$ cat src/rtl/uart_lcr_pkg.sv
package uart_lcr_pkg;
  localparam int BUS_W  = 32;
  localparam int SEG_W  = 8;
  localparam int HI_W   = 7;
  localparam int DIV_W  = 2 * SEG_W;
  localparam int CTRL_W = HI_W + DIV_W;

  localparam logic [1:0] IDX_HI  = 2'd0;
  localparam logic [1:0] IDX_MID = 2'd1;
  localparam logic [1:0] IDX_LO  = 2'd2;

  typedef struct packed {
    logic [1:0]       wlen;
    logic             fifo_on;
    logic             stop2;
    logic             par_even;
    logic             par_on;
    logic             brk;
    logic [DIV_W-1:0] div;
  } lcr_t;
endpackage

$ cat src/rtl/lcr_decode.sv
module lcr_decode #(
  parameter int ADDR_W = 4
) (
  input  logic [ADDR_W-1:0] addr,
  input  logic              wr,
  output logic              wr_hi,
  output logic [1:0]        wr_seg,
  output logic [1:0]        idx
);
  import uart_lcr_pkg::*;

  always_comb begin
    idx       = addr[3:2];
    wr_hi     = wr && (idx == IDX_HI);
    wr_seg[1] = wr && (idx == IDX_MID);
    wr_seg[0] = wr && (idx == IDX_LO);
  end
endmodule

$ cat src/rtl/lcr_shadow.sv
module lcr_shadow #(
  parameter int W = 8
) (
  input  logic         clk,
  input  logic         rst,
  input  logic         load,
  input  logic [W-1:0] d,
  output logic [W-1:0] q
);
  always_ff @(posedge clk) begin
    if (rst)       q <= '0;
    else if (load) q <= d;
  end
endmodule

$ cat src/rtl/lcr_commit.sv
module lcr_commit
  import uart_lcr_pkg::*;
(
  input  logic             clk,
  input  logic             rst,
  input  logic             strobe,
  input  logic [HI_W-1:0]  hi_in,
  input  logic [DIV_W-1:0] div_in,
  output lcr_t             cur
);
  always_ff @(posedge clk) begin
    if (rst) begin
      cur <= '0;
    end else if (strobe) begin
      cur.wlen     <= hi_in[6:5];
      cur.fifo_on  <= hi_in[4];
      cur.stop2    <= hi_in[3];
      cur.par_even <= hi_in[2];
      cur.par_on   <= hi_in[1];
      cur.brk      <= hi_in[0];
      cur.div      <= div_in;
    end
  end
endmodule

$ cat src/rtl/uart_lcr_stage.sv
module uart_lcr_stage
  import uart_lcr_pkg::*;
#(
  parameter int ADDR_W = 4
) (
  input  logic              clk,
  input  logic              rst,
  input  logic [ADDR_W-1:0] bus_addr,
  input  logic              bus_wr,
  input  logic [BUS_W-1:0]  bus_wdata,
  input  logic              bus_rd,
  output logic [BUS_W-1:0]  bus_rdata,
  output logic [1:0]        word_len,
  output logic              fifo_en,
  output logic              two_stop,
  output logic              even_par,
  output logic              par_en,
  output logic              send_brk,
  output logic [DIV_W-1:0]  divisor
);
  logic             wr_hi;
  logic [1:0]       wr_seg;
  logic [1:0]       idx;
  logic [SEG_W-1:0] shad [2];
  lcr_t             cur;
  logic [HI_W-1:0]  hi_view;
  logic [BUS_W-1:0] rd_next;

  lcr_decode #(.ADDR_W(ADDR_W)) u_dec (
    .addr(bus_addr), .wr(bus_wr), .wr_hi(wr_hi), .wr_seg(wr_seg), .idx(idx)
  );

  // shad[0] = low byte, shad[1] = mid byte
  for (genvar g = 0; g < 2; g++) begin : g_shadow
    lcr_shadow #(.W(SEG_W)) u_sh (
      .clk(clk), .rst(rst), .load(wr_seg[g]),
      .d(bus_wdata[SEG_W-1:0]), .q(shad[g])
    );
  end

  lcr_commit u_cmt (
    .clk(clk), .rst(rst), .strobe(wr_hi),
    .hi_in(bus_wdata[HI_W-1:0]), .div_in({shad[1], shad[0]}), .cur(cur)
  );

  assign hi_view = {cur.wlen, cur.fifo_on, cur.stop2, cur.par_even, cur.par_on, cur.brk};

  always_comb begin
    rd_next = '0;
    case (idx)
      IDX_HI:  rd_next[HI_W-1:0]  = hi_view;
      IDX_MID: rd_next[SEG_W-1:0] = shad[1];
      IDX_LO:  rd_next[SEG_W-1:0] = shad[0];
      default: rd_next = '0;
    endcase
  end

  always_ff @(posedge clk) begin
    if (rst)         bus_rdata <= '0;
    else if (bus_rd) bus_rdata <= rd_next;
  end

  assign word_len = cur.wlen;
  assign fifo_en  = cur.fifo_on;
  assign two_stop = cur.stop2;
  assign even_par = cur.par_even;
  assign par_en   = cur.par_on;
  assign send_brk = cur.brk;
  assign divisor  = cur.div;
endmodule

$ cat config.mk
export PLATFORM = sky130hd
export DESIGN_NAME = uart_lcr_stage
export DESIGN_NICKNAME = d
export VERILOG_FILES = /design/src/rtl/uart_lcr_pkg.sv /design/src/rtl/lcr_decode.sv /design/src/rtl/lcr_shadow.sv /design/src/rtl/lcr_commit.sv /design/src/rtl/uart_lcr_stage.sv
export SDC_FILE = /design/constraint.sdc
export NUM_CORES = 1
export LEC_CHECK = 0
export CAP_MARGIN = 20
export CORE_MARGIN = 2
export CORE_UTILIZATION = 41
export DETAILED_ROUTE_END_ITERATION = 16
export PLACE_DENSITY = 0.78
export SYNTH_ARGS = -nofsm -noshare
export SYNTH_HDL_FRONTEND = slang
export SYNTH_HIERARCHICAL = 1
export SYNTH_SLANG_ARGS = --single-unit
$ cat constraint.sdc
create_clock -name clk -period 1.6 [get_ports clk]
set_input_delay 0.24 -clock clk [delete_from_list [all_inputs] [get_ports clk]]
set_output_delay 0.24 -clock clk [all_outputs]
set_load 0.03 [all_outputs]
==> results of run 1 <==
final cells by class:
cell class,count,share of cell area
Sequential cell,47,0.363
Multi-Input combinational cell,128,0.339
Timing Repair Buffer,51,0.207
Tap cell,67,0.0323
Clock buffer,6,0.0318
Clock inverter,2,0.0135
Inverter,9,0.0130
kinds of logic (layout without fill, tap and decap cells):
| logic type | Yosys count | after routing | synth area share |
|---|---|---|---|
| fa+ha+maj | 4 | 4 | 0.0241 |
| flops | 47 | 47 | 0.452 |
| compound gates | 16 | 16 | 0.0698 |
| mux | 39 | 39 | 0.188 |
| other cells | 1 | 24 | 0.00180 |
| buf+inv | 49 | 68 | 0.170 |
| simple gates | 45 | 45 | 0.0945 |
cells in the final DEF, fill, tap and decap left out, types with 4 or more instances in the layout:
cell              n
dfxtp_1          47
mux2i_1          39
nor2_1           39
clkdlybuf4s50_1  32
conb_1           24
inv_1             9
a222oi_1          7
o32ai_1           7
clkbuf_8          6
dlymetal6s2s_1    6
dlygate4sd2_1     6
buf_4             4
stage by stage:
stage          setup WS (ns)   util  TNS (ns)
6_report              0.0471  0.539         0
5_1_grt              0.00148  0.539         0
4_1_cts               0.0127  0.535         0
3_5_place_dp          -0.287  0.512     -5.99
3_3_place_gp          -0.261  0.512     -4.88
2_1_floorplan          0.333      -         0
how the worst max path moves through the flow:
stage	slack [ns]	from	to	cells after the start
final	0.05	bus_rdata[6]	bus_rdata[6]	1
after global routing	0.001	u_cmt/cur[10]	divisor[10]	1
after CTS	0.01	bus_addr[3]	bus_rdata[1]	5
after detailed placement	-0.29	bus_addr[3]	bus_rdata[1]	5
after global placement	-0.26	bus_addr[3]	bus_rdata[1]	5
after floorplan	0.33	bus_addr[2]	bus_rdata[1]	6
report_power, final:
group / switching [mW] / internal [mW] / leakage, nW
Sequential: 0.0209 / 1.19 / 0.380
Combinational: 0.190 / 0.106 / 0.646
Clock: 0.379 / 0.506 / 0.0612
routing by layer:
metal	vias up	global-route usage	wire (um)
met5	-	0	0
met4	0	0.0546	22
met3	2	0.0361	290
met2	59	0.225	1790
met1	703	0.207	1970
li1	714	-	-
repair_timing:
action	4_1_cts	5_1_grt
gates cloned	0	0
hold endpoints to repair	0	0
resized for setup	6	7
buffers inserted	0	0
setup endpoints to repair	6	11
pin swaps	0	1
registers in the layout (all words and copies together) (netlist names):
register         cells
bus_rdata            8
g_shadow.u_sh/q     16
u_cmt/cur           23
worst register-to-register path, delay by kind of cell, from the launching register on:
family,cells,cell delay [ns]
flops,1,0.34
compound gates,2,0.53
==> results.toml, run 1 <==
[placed_design]
placedCellCount = 302
numPortBuffers = 44
gp_congestion = 0.806
place_area_um2 = 2470
dp_hpwl_um = 2880

[finish]
fill_cells = 453
area_growth_syn_to_layout_pct = 24.8
antenna_cells = 0
multiInputGateArea_um2 = 881
drive_above_1_share = 0.0700
seqCellArea_um2 = 941
design_area_um2 = 2590
nNetsFinal = 286
final_cells = 310

[die]
initial_core_util = 0.432
die_width_um = 75.2
core_area_um2 = 4820
ios = 95
die_area_um2 = 5660
die_y_um = 75.2
rows = 25

[synthesis]
yosysWarnings = 6
ys_ff_latch = 47
ys.flop_type = "dfxtp_1"
synth.top_cells.by_count = "dfxtp_1 (47), mux2i_1 (39), nor2_1 (39)"
synth_area_per_cell_um2 = 10.3
synth_top_area_share = 0.452
synth.most_common_cell = "dfxtp_1"
yosysSeqAreaShare = 0.452
synth_area_leaders = "dfxtp_1 (45%), mux2i_1 (19%), buf_4 (9.4%), nor2_1 (7.0%), a222oi_1 (3.4%)"
async_flop_share = 0
synthesis.area_um2 = 2080
synth_edf_count = 0
synthCells = 201
yosysTopAreaCell = "dfxtp_1"
synthDistinctLibCells = 21

[setup_path]
cp.arrival_ns = 1.31
critical_path.slowest_cell = "clkdlybuf4s50_1"
r2r_cells = 2
start_kind = "register"
critPathRequiredTime_ns = 1.36
worst_setup_path_end_kind = "primary output"
rr_startpoint = "g_shadow[0].u_sh/q[1]"
path_cells = "clkdlybuf4s50_1"
timing.rr.end = "bus_rdata[1]"
reg2reg_slack_ns = 0.61
critical_path_buf_inv_count = 1
critPathTopFamily = "buffers and inverters"
critPathMaxFanout = 2
worstSetupPathType = "register to primary output"
max_stage_delay_ns = 0.68

[clocking]
clk_path_buf_depth = 2
cts_num_sinks = 47
path_clk_slew_ns = 0.08
cts_buffers = 5
h-tree-depth = 2
worstSkewPairLatency_ns = 0.29
ctsRootBufferMaster = "clkbuf_8"
hold_buffers = 0
cts_tree = "yes"

[worst_hold_path]
hp-class = "register to register"
hold_path.startpoint = "bus_rdata[7]"
whs_path_depth = 2
min_to = "bus_rdata[7]"

[route]
viasPerCell = 4.77
drt_pass1_iterations = 4
drt-initial-drc-count = 121
totalWireLength_um = 4080
wire_per_inst_um = 13.2
postRouteAntennaNets = 0
vias = 1478
drc = 0

[sta]
hold_ws_ns = 0.477
fmax_mhz = 644
min_period_ns = 1.55
setup_viol = 0
drv_slew = 0
hold_viol_final = 0
period_share = 0.971
rsz0062_at_grt = "false"
skew_ns = 0.00557

[pwr]
power.density_nw_per_um2 = 923
leakagePower_nw = 1.09
peakVddDrop_v = 0.000769
finalPower_mw = 2.39

[grt]
grt_usage = 0.149
gr-total-overflow = 0
grt_max_degree = 31
grt_antenna_before_repair = 0
grt_pass1_vias = 1323
grt_pass1_wl_um = 6390

[flow_run]
drv_cap = 0

[status]
status = "finished, final reports clean"
No activity file was read; power rests on OpenSTA's default activity.
==> inputs of run 2 (changes only) <==
Settings changed: CORE_MARGIN 2 to 3, CTS_CLUSTER_SIZE set to 16.
==> results.toml, run 2 (synthesis gave the netlist of run 1 again) <==
[worst_hold_path]
hold_path.startpoint = "bus_rdata[7]"
hp-class = "register to register"
min_to = "bus_rdata[7]"
whs_path_depth = 2

[route]
drt-initial-drc-count = 149
viasPerCell = 4.71
postRouteAntennaNets = 0
drt_pass1_iterations = 5
totalWireLength_um = 4390
wire_per_inst_um = 13.8
vias = 1498
drc = 0

[clocking]
post-cts-setup-buffers = 0
h-tree-depth = 2
worstSkewPairLatency_ns = 0.30
clk_path_buf_depth = 2
cts_tree = "yes"
cts_buffers = 5
cts_num_sinks = 47
path_clk_slew_ns = 0.08
ctsRootBufferMaster = "clkbuf_8"

[placed_design]
placedCellCount = 310
dp_hpwl_um = 3180
numPortBuffers = 44
gp_congestion = 0.777
place_area_um2 = 2510

[finish]
final_cells = 318
nNetsFinal = 294
drive_above_1_share = 0.108
final_common_cell = "dfxtp_1"
antenna_cells = 0
design_area_um2 = 2650
regMostFlops = "u_cmt/cur"
seqCellArea_um2 = 941
fill_cells = 445
area_growth_syn_to_layout_pct = 27.3
layout_common_cells = "dfxtp_1 (47), mux2i_1 (39), nor2_1 (39)"
largest_reg_flops = 23
multiInputGateArea_um2 = 886
largestRegisters = "u_cmt/cur x23, g_shadow.u_sh/q x16, bus_rdata x8"

[setup_path]
r2r_cells = 3
worstSetupPathType = "input pin to register"
rr_startpoint = "u_cmt/cur[19]"
start_kind = "input pin"
timing.rr.end = "bus_rdata[3]"
critPathMaxFanout = 8
worst_setup_path_end_kind = "register"
critPathRequiredTime_ns = 1.78
cp.arrival_ns = 1.74
reg2reg_slack_ns = 0.51

[grt]
grt_pass1_vias = 1415
grt_antenna_before_repair = 0
grt_usage = 0.148
grt_pass1_wl_um = 7110
gr-total-overflow = 0
grt_max_degree = 29

[die]
die_width_um = 77.2
core_area_um2 = 4820
die_area_um2 = 5960
rows = 25
ios = 95
die_y_um = 77.2
initial_core_util = 0.432

[pwr]
power.density_nw_per_um2 = 862
leakagePower_nw = 1.26
peakVddDrop_v = 0.000489

[flow_run]
drv_cap = 0

[sta]
setup_viol = 0
fmax_mhz = 641
hold_viol_final = 0
drv_slew = 0
skew_ns = 0.00724
rsz0062_at_grt = "false"
hold_ws_ns = 0.475
min_period_ns = 1.56
period_share = 0.976

[status]
status = "finished, final reports clean"
run 2: cell count changes in the layout (fill, tap and decap cells not counted), moves of 2 or more:
cell	previous run	this run
buf_4	4	13
clkdlybuf4s50_1	32	23
dlymetal6s2s_1	6	14
ha_1	3	1
ha_2	1	3
run 2: layout make-up:
cell class                 count  share of cell area
sequential                    47               0.355
multi-input combinational    128               0.335
timing repair buffer          59               0.228
tap                           67              0.0317
clock buffer                   6              0.0312
inverter                       9              0.0128
clock inverter                 2             0.00614
run 2: metal layers:
metal	GRT usage	vias up	share of wire
met5	0	-	0
met3	0.0516	5	0.076
met2	0.230	65	0.46
li1	-	732	-
met1	0.198	696	0.45
met4	0.0374	0	0.013
run 2: critical path, cell delays in order:
cell and delay (ns):
clkdlybuf4s50_1 0.55, inv_1 0.09, ha_2 0.25, a222oi_1 0.38, buf_4 0.17, o32ai_1 0.05
run 2: what timing repair did:
action                                  4_1_cts  5_1_grt
endpoints found under the setup margin        7       18
resized for setup                             7       17
hold buffers                                  0        0
pin swaps                                     0        1
run 2: power by group:
| part | internal [mW] | total [mW] | switching, mW |
|---|---|---|---|
| clock | 0.353 | 0.761 | 0.408 |
| combinational | 0.114 | 0.308 | 0.193 |
| sequential | 1.19 | 1.21 | 0.0206 |
| total | 1.66 | 2.28 | 0.622 |
run 2: stage by stage:
| step | setup TNS (ns) | power, mW | utilization | worst slack, ns |
|---|---|---|---|---|
| floorplan | 0 | 1.50 | - | 0.333 |
| global placement | -4.53 | 1.55 | 0.522 | -0.213 |
| detailed placement | -6.36 | 1.55 | 0.522 | -0.304 |
| CTS | 0 | 2.31 | 0.541 | 0.00973 |
| global route | 0 | 2.37 | 0.550 | 0.00211 |
| finish | 0 | 2.28 | 0.550 | 0.0387 |
run 2: worst max-delay path by stage:
stage                             start           end  slack (ns)  cells after the start
final                       bus_addr[2]  bus_rdata[5]        0.04                      6
after global routing      u_cmt/cur[11]   divisor[11]       0.002                      1
after CTS                   bus_addr[2]  bus_rdata[5]        0.01                      6
after detailed placement    bus_addr[2]  bus_rdata[5]       -0.30                      6
after global placement      bus_addr[2]  bus_rdata[4]       -0.21                      5
after floorplan             bus_addr[2]  bus_rdata[1]        0.33                      6
==> inputs of run 3 (changes only) <==
Settings changed: ABC_AREA set to 1, CORE_UTILIZATION 41 to 43, CTS_BUF_LIST set to sky130_fd_sc_hd__clkbuf_16, PLACE_DENSITY 0.78 to 0.79, SETUP_SLACK_MARGIN set to 0.2.
==> results.toml, run 3 <==
[route]
drc = 0
postRouteAntennaNets = 0
viasPerCell = 4.37
totalWireLength_um = 5020
wire_per_inst_um = 10.7
drt-initial-drc-count = 131
vias = 2055
drt_pass1_iterations = 4

[status]
status = "finished, final reports clean"

[synthesis]
synth_top_area_share = 0.395
synthDistinctLibCells = 17
synth.top_cells.by_count = "nand2_1 (118), nor2_1 (79), dfxtp_1 (47)"
synthesis.area_um2 = 2380
yosysWarnings = 6
ys.flop_type = "dfxtp_1"
synth_edf_count = 0
synth_area_leaders = "dfxtp_1 (39%), nand2_1 (19%), nor2_1 (12%), buf_4 (8.8%), inv_1 (7.1%)"
synthCells = 356
synth_area_per_cell_um2 = 6.70
async_flop_share = 0
synth.most_common_cell = "nand2_1"
yosysSeqAreaShare = 0.395
yosysTopAreaCell = "dfxtp_1"
ys_ff_latch = 47

[setup_path]
crit_start = "u_cmt/cur[21]"
rr_startpoint = "u_cmt/cur[18]"
critical_path.slowest_cell = "dlygate4sd2_1"
path_cells = "dlygate4sd2_1"
reg2reg_slack_ns = 0.83
critPathRequiredTime_ns = 1.36
cp.arrival_ns = 1.05
critical_path_buf_inv_count = 1
worstSetupPathType = "register to primary output"
worst_setup_path_end_kind = "primary output"
critPathTopFamily = "buffers and inverters"
start_kind = "register"
max_stage_delay_ns = 0.41
critPathMaxFanout = 3

[finish]
largest_reg_flops = 23
nNetsFinal = 443
area_growth_syn_to_layout_pct = 22.2
fill_cells = 505
antenna_cells = 0
seqCellArea_um2 = 941
multiInputGateArea_um2 = 1070
final_common_cell = "nand2_1"
layout_common_cells = "nand2_1 (118), nor2_1 (78), dfxtp_1 (47)"
regMostFlops = "u_cmt/cur"
drive_above_1_share = 0.0825
largestRegisters = "u_cmt/cur x23, g_shadow.u_sh/q x16, bus_rdata x8"

[sta]
skew_ns = 0.00500
finalSetupTns_ns = 0
timing.final.ws_setup_ns = 0.307
setup_viol = 0
hold_viol_final = 0
drv_slew = 0
hold_ws_ns = 0.464
rsz0062_at_grt = "false"
min_period_ns = 1.29
fmax_mhz = 774
period_share = 0.808

[clocking]
cts_buffers = 5
path_clk_slew_ns = 0.06
cts_resized = 31
post-cts-setup-buffers = 0
clk_path_buf_depth = 2
cts_num_sinks = 47
hold_buffers = 0
worstSkewPairLatency_ns = 0.29
h-tree-depth = 2
ctsRootBufferMaster = "clkbuf_16"
cts_tree = "yes"

[pwr]
leakagePower_nw = 1.50
power.density_nw_per_um2 = 990
peakVddDrop_v = 0.000471

[die]
die_area_um2 = 6480
die_width_um = 80.5
ios = 95
die_y_um = 80.5
core_area_um2 = 5240
initial_core_util = 0.455
rows = 26

[worst_hold_path]
hold_path.startpoint = "bus_rdata[7]"
hp-class = "register to register"

[grt]
grt_pass1_wl_um = 8180
gr-total-overflow = 0
grt_max_degree = 24
grt_pass1_vias = 1823
grt_antenna_before_repair = 0
grt_usage = 0.162

[flow_run]
drv_cap = 0

[placed_design]
numPortBuffers = 44
dp_hpwl_um = 3590
gp_congestion = 0.842
post-place-ws_ns = -0.0869
-- run 3: power breakdown --
part / switching [mW] / internal (mW) / total (mW)
sequential: 0.0332 / 1.22 / 1.26
combinational: 0.314 / 0.148 / 0.462
clock: 0.438 / 0.729 / 1.17
-- run 3: final cells by class --
| type | count | area share |
|---|---|---|
| sequential | 47 | 0.323 |
| clock inverter | 3 | 0.0133 |
| timing repair buffer | 53 | 0.164 |
| inverter | 46 | 0.0593 |
| tap | 70 | 0.0301 |
| clock buffer | 5 | 0.0429 |
| multi-input combinational | 246 | 0.368 |
-- run 3: per-stage QoR --
step	total power [mW]	instances	utilization	area, um2
CTS	2.89	470	0.548	2870
global route	3.00	470	0.556	2910
floorplan	1.66	379	-	2470
detailed placement	1.75	462	0.524	2740
finish	2.89	470	0.556	2910
global placement	1.74	462	0.524	2740
-- run 3: routing by layer --
layer  vias up  global-route usage  share of wire
met5         -                   0              0
met2        73               0.282           0.50
met1       906               0.194           0.42
met3         6              0.0426          0.066
met4         0              0.0490          0.010
li1       1070                   -              -
-- run 3: cells by family (layout without fill, tap and decap cells) --
kind of cell    count (synthesis)  in the layout  share of synthesized area
simple gates                  210            210                      0.346
buf+inv                        86            107                      0.209
flops                          47             47                      0.395
compound gates                  8              8                     0.0278
fa+ha+maj                       4              4                     0.0210
other cells                     1             24                    0.00157
-- run 3: tightest hold or removal path, cell delays in order, from the launching register on --
cell and delay (ns):
dfxtp_1 0.31, nand2_1 0.06, a21oi_1 0.05
-- run 3: final timing paths --
kind | end | cells past startpoint
worst max register to register | bus_rdata[2] | 4
worst min-delay path | bus_rdata[7] | 2
worst max-delay path | word_len[0] | 1
worst min register to register | bus_rdata[7] | 2
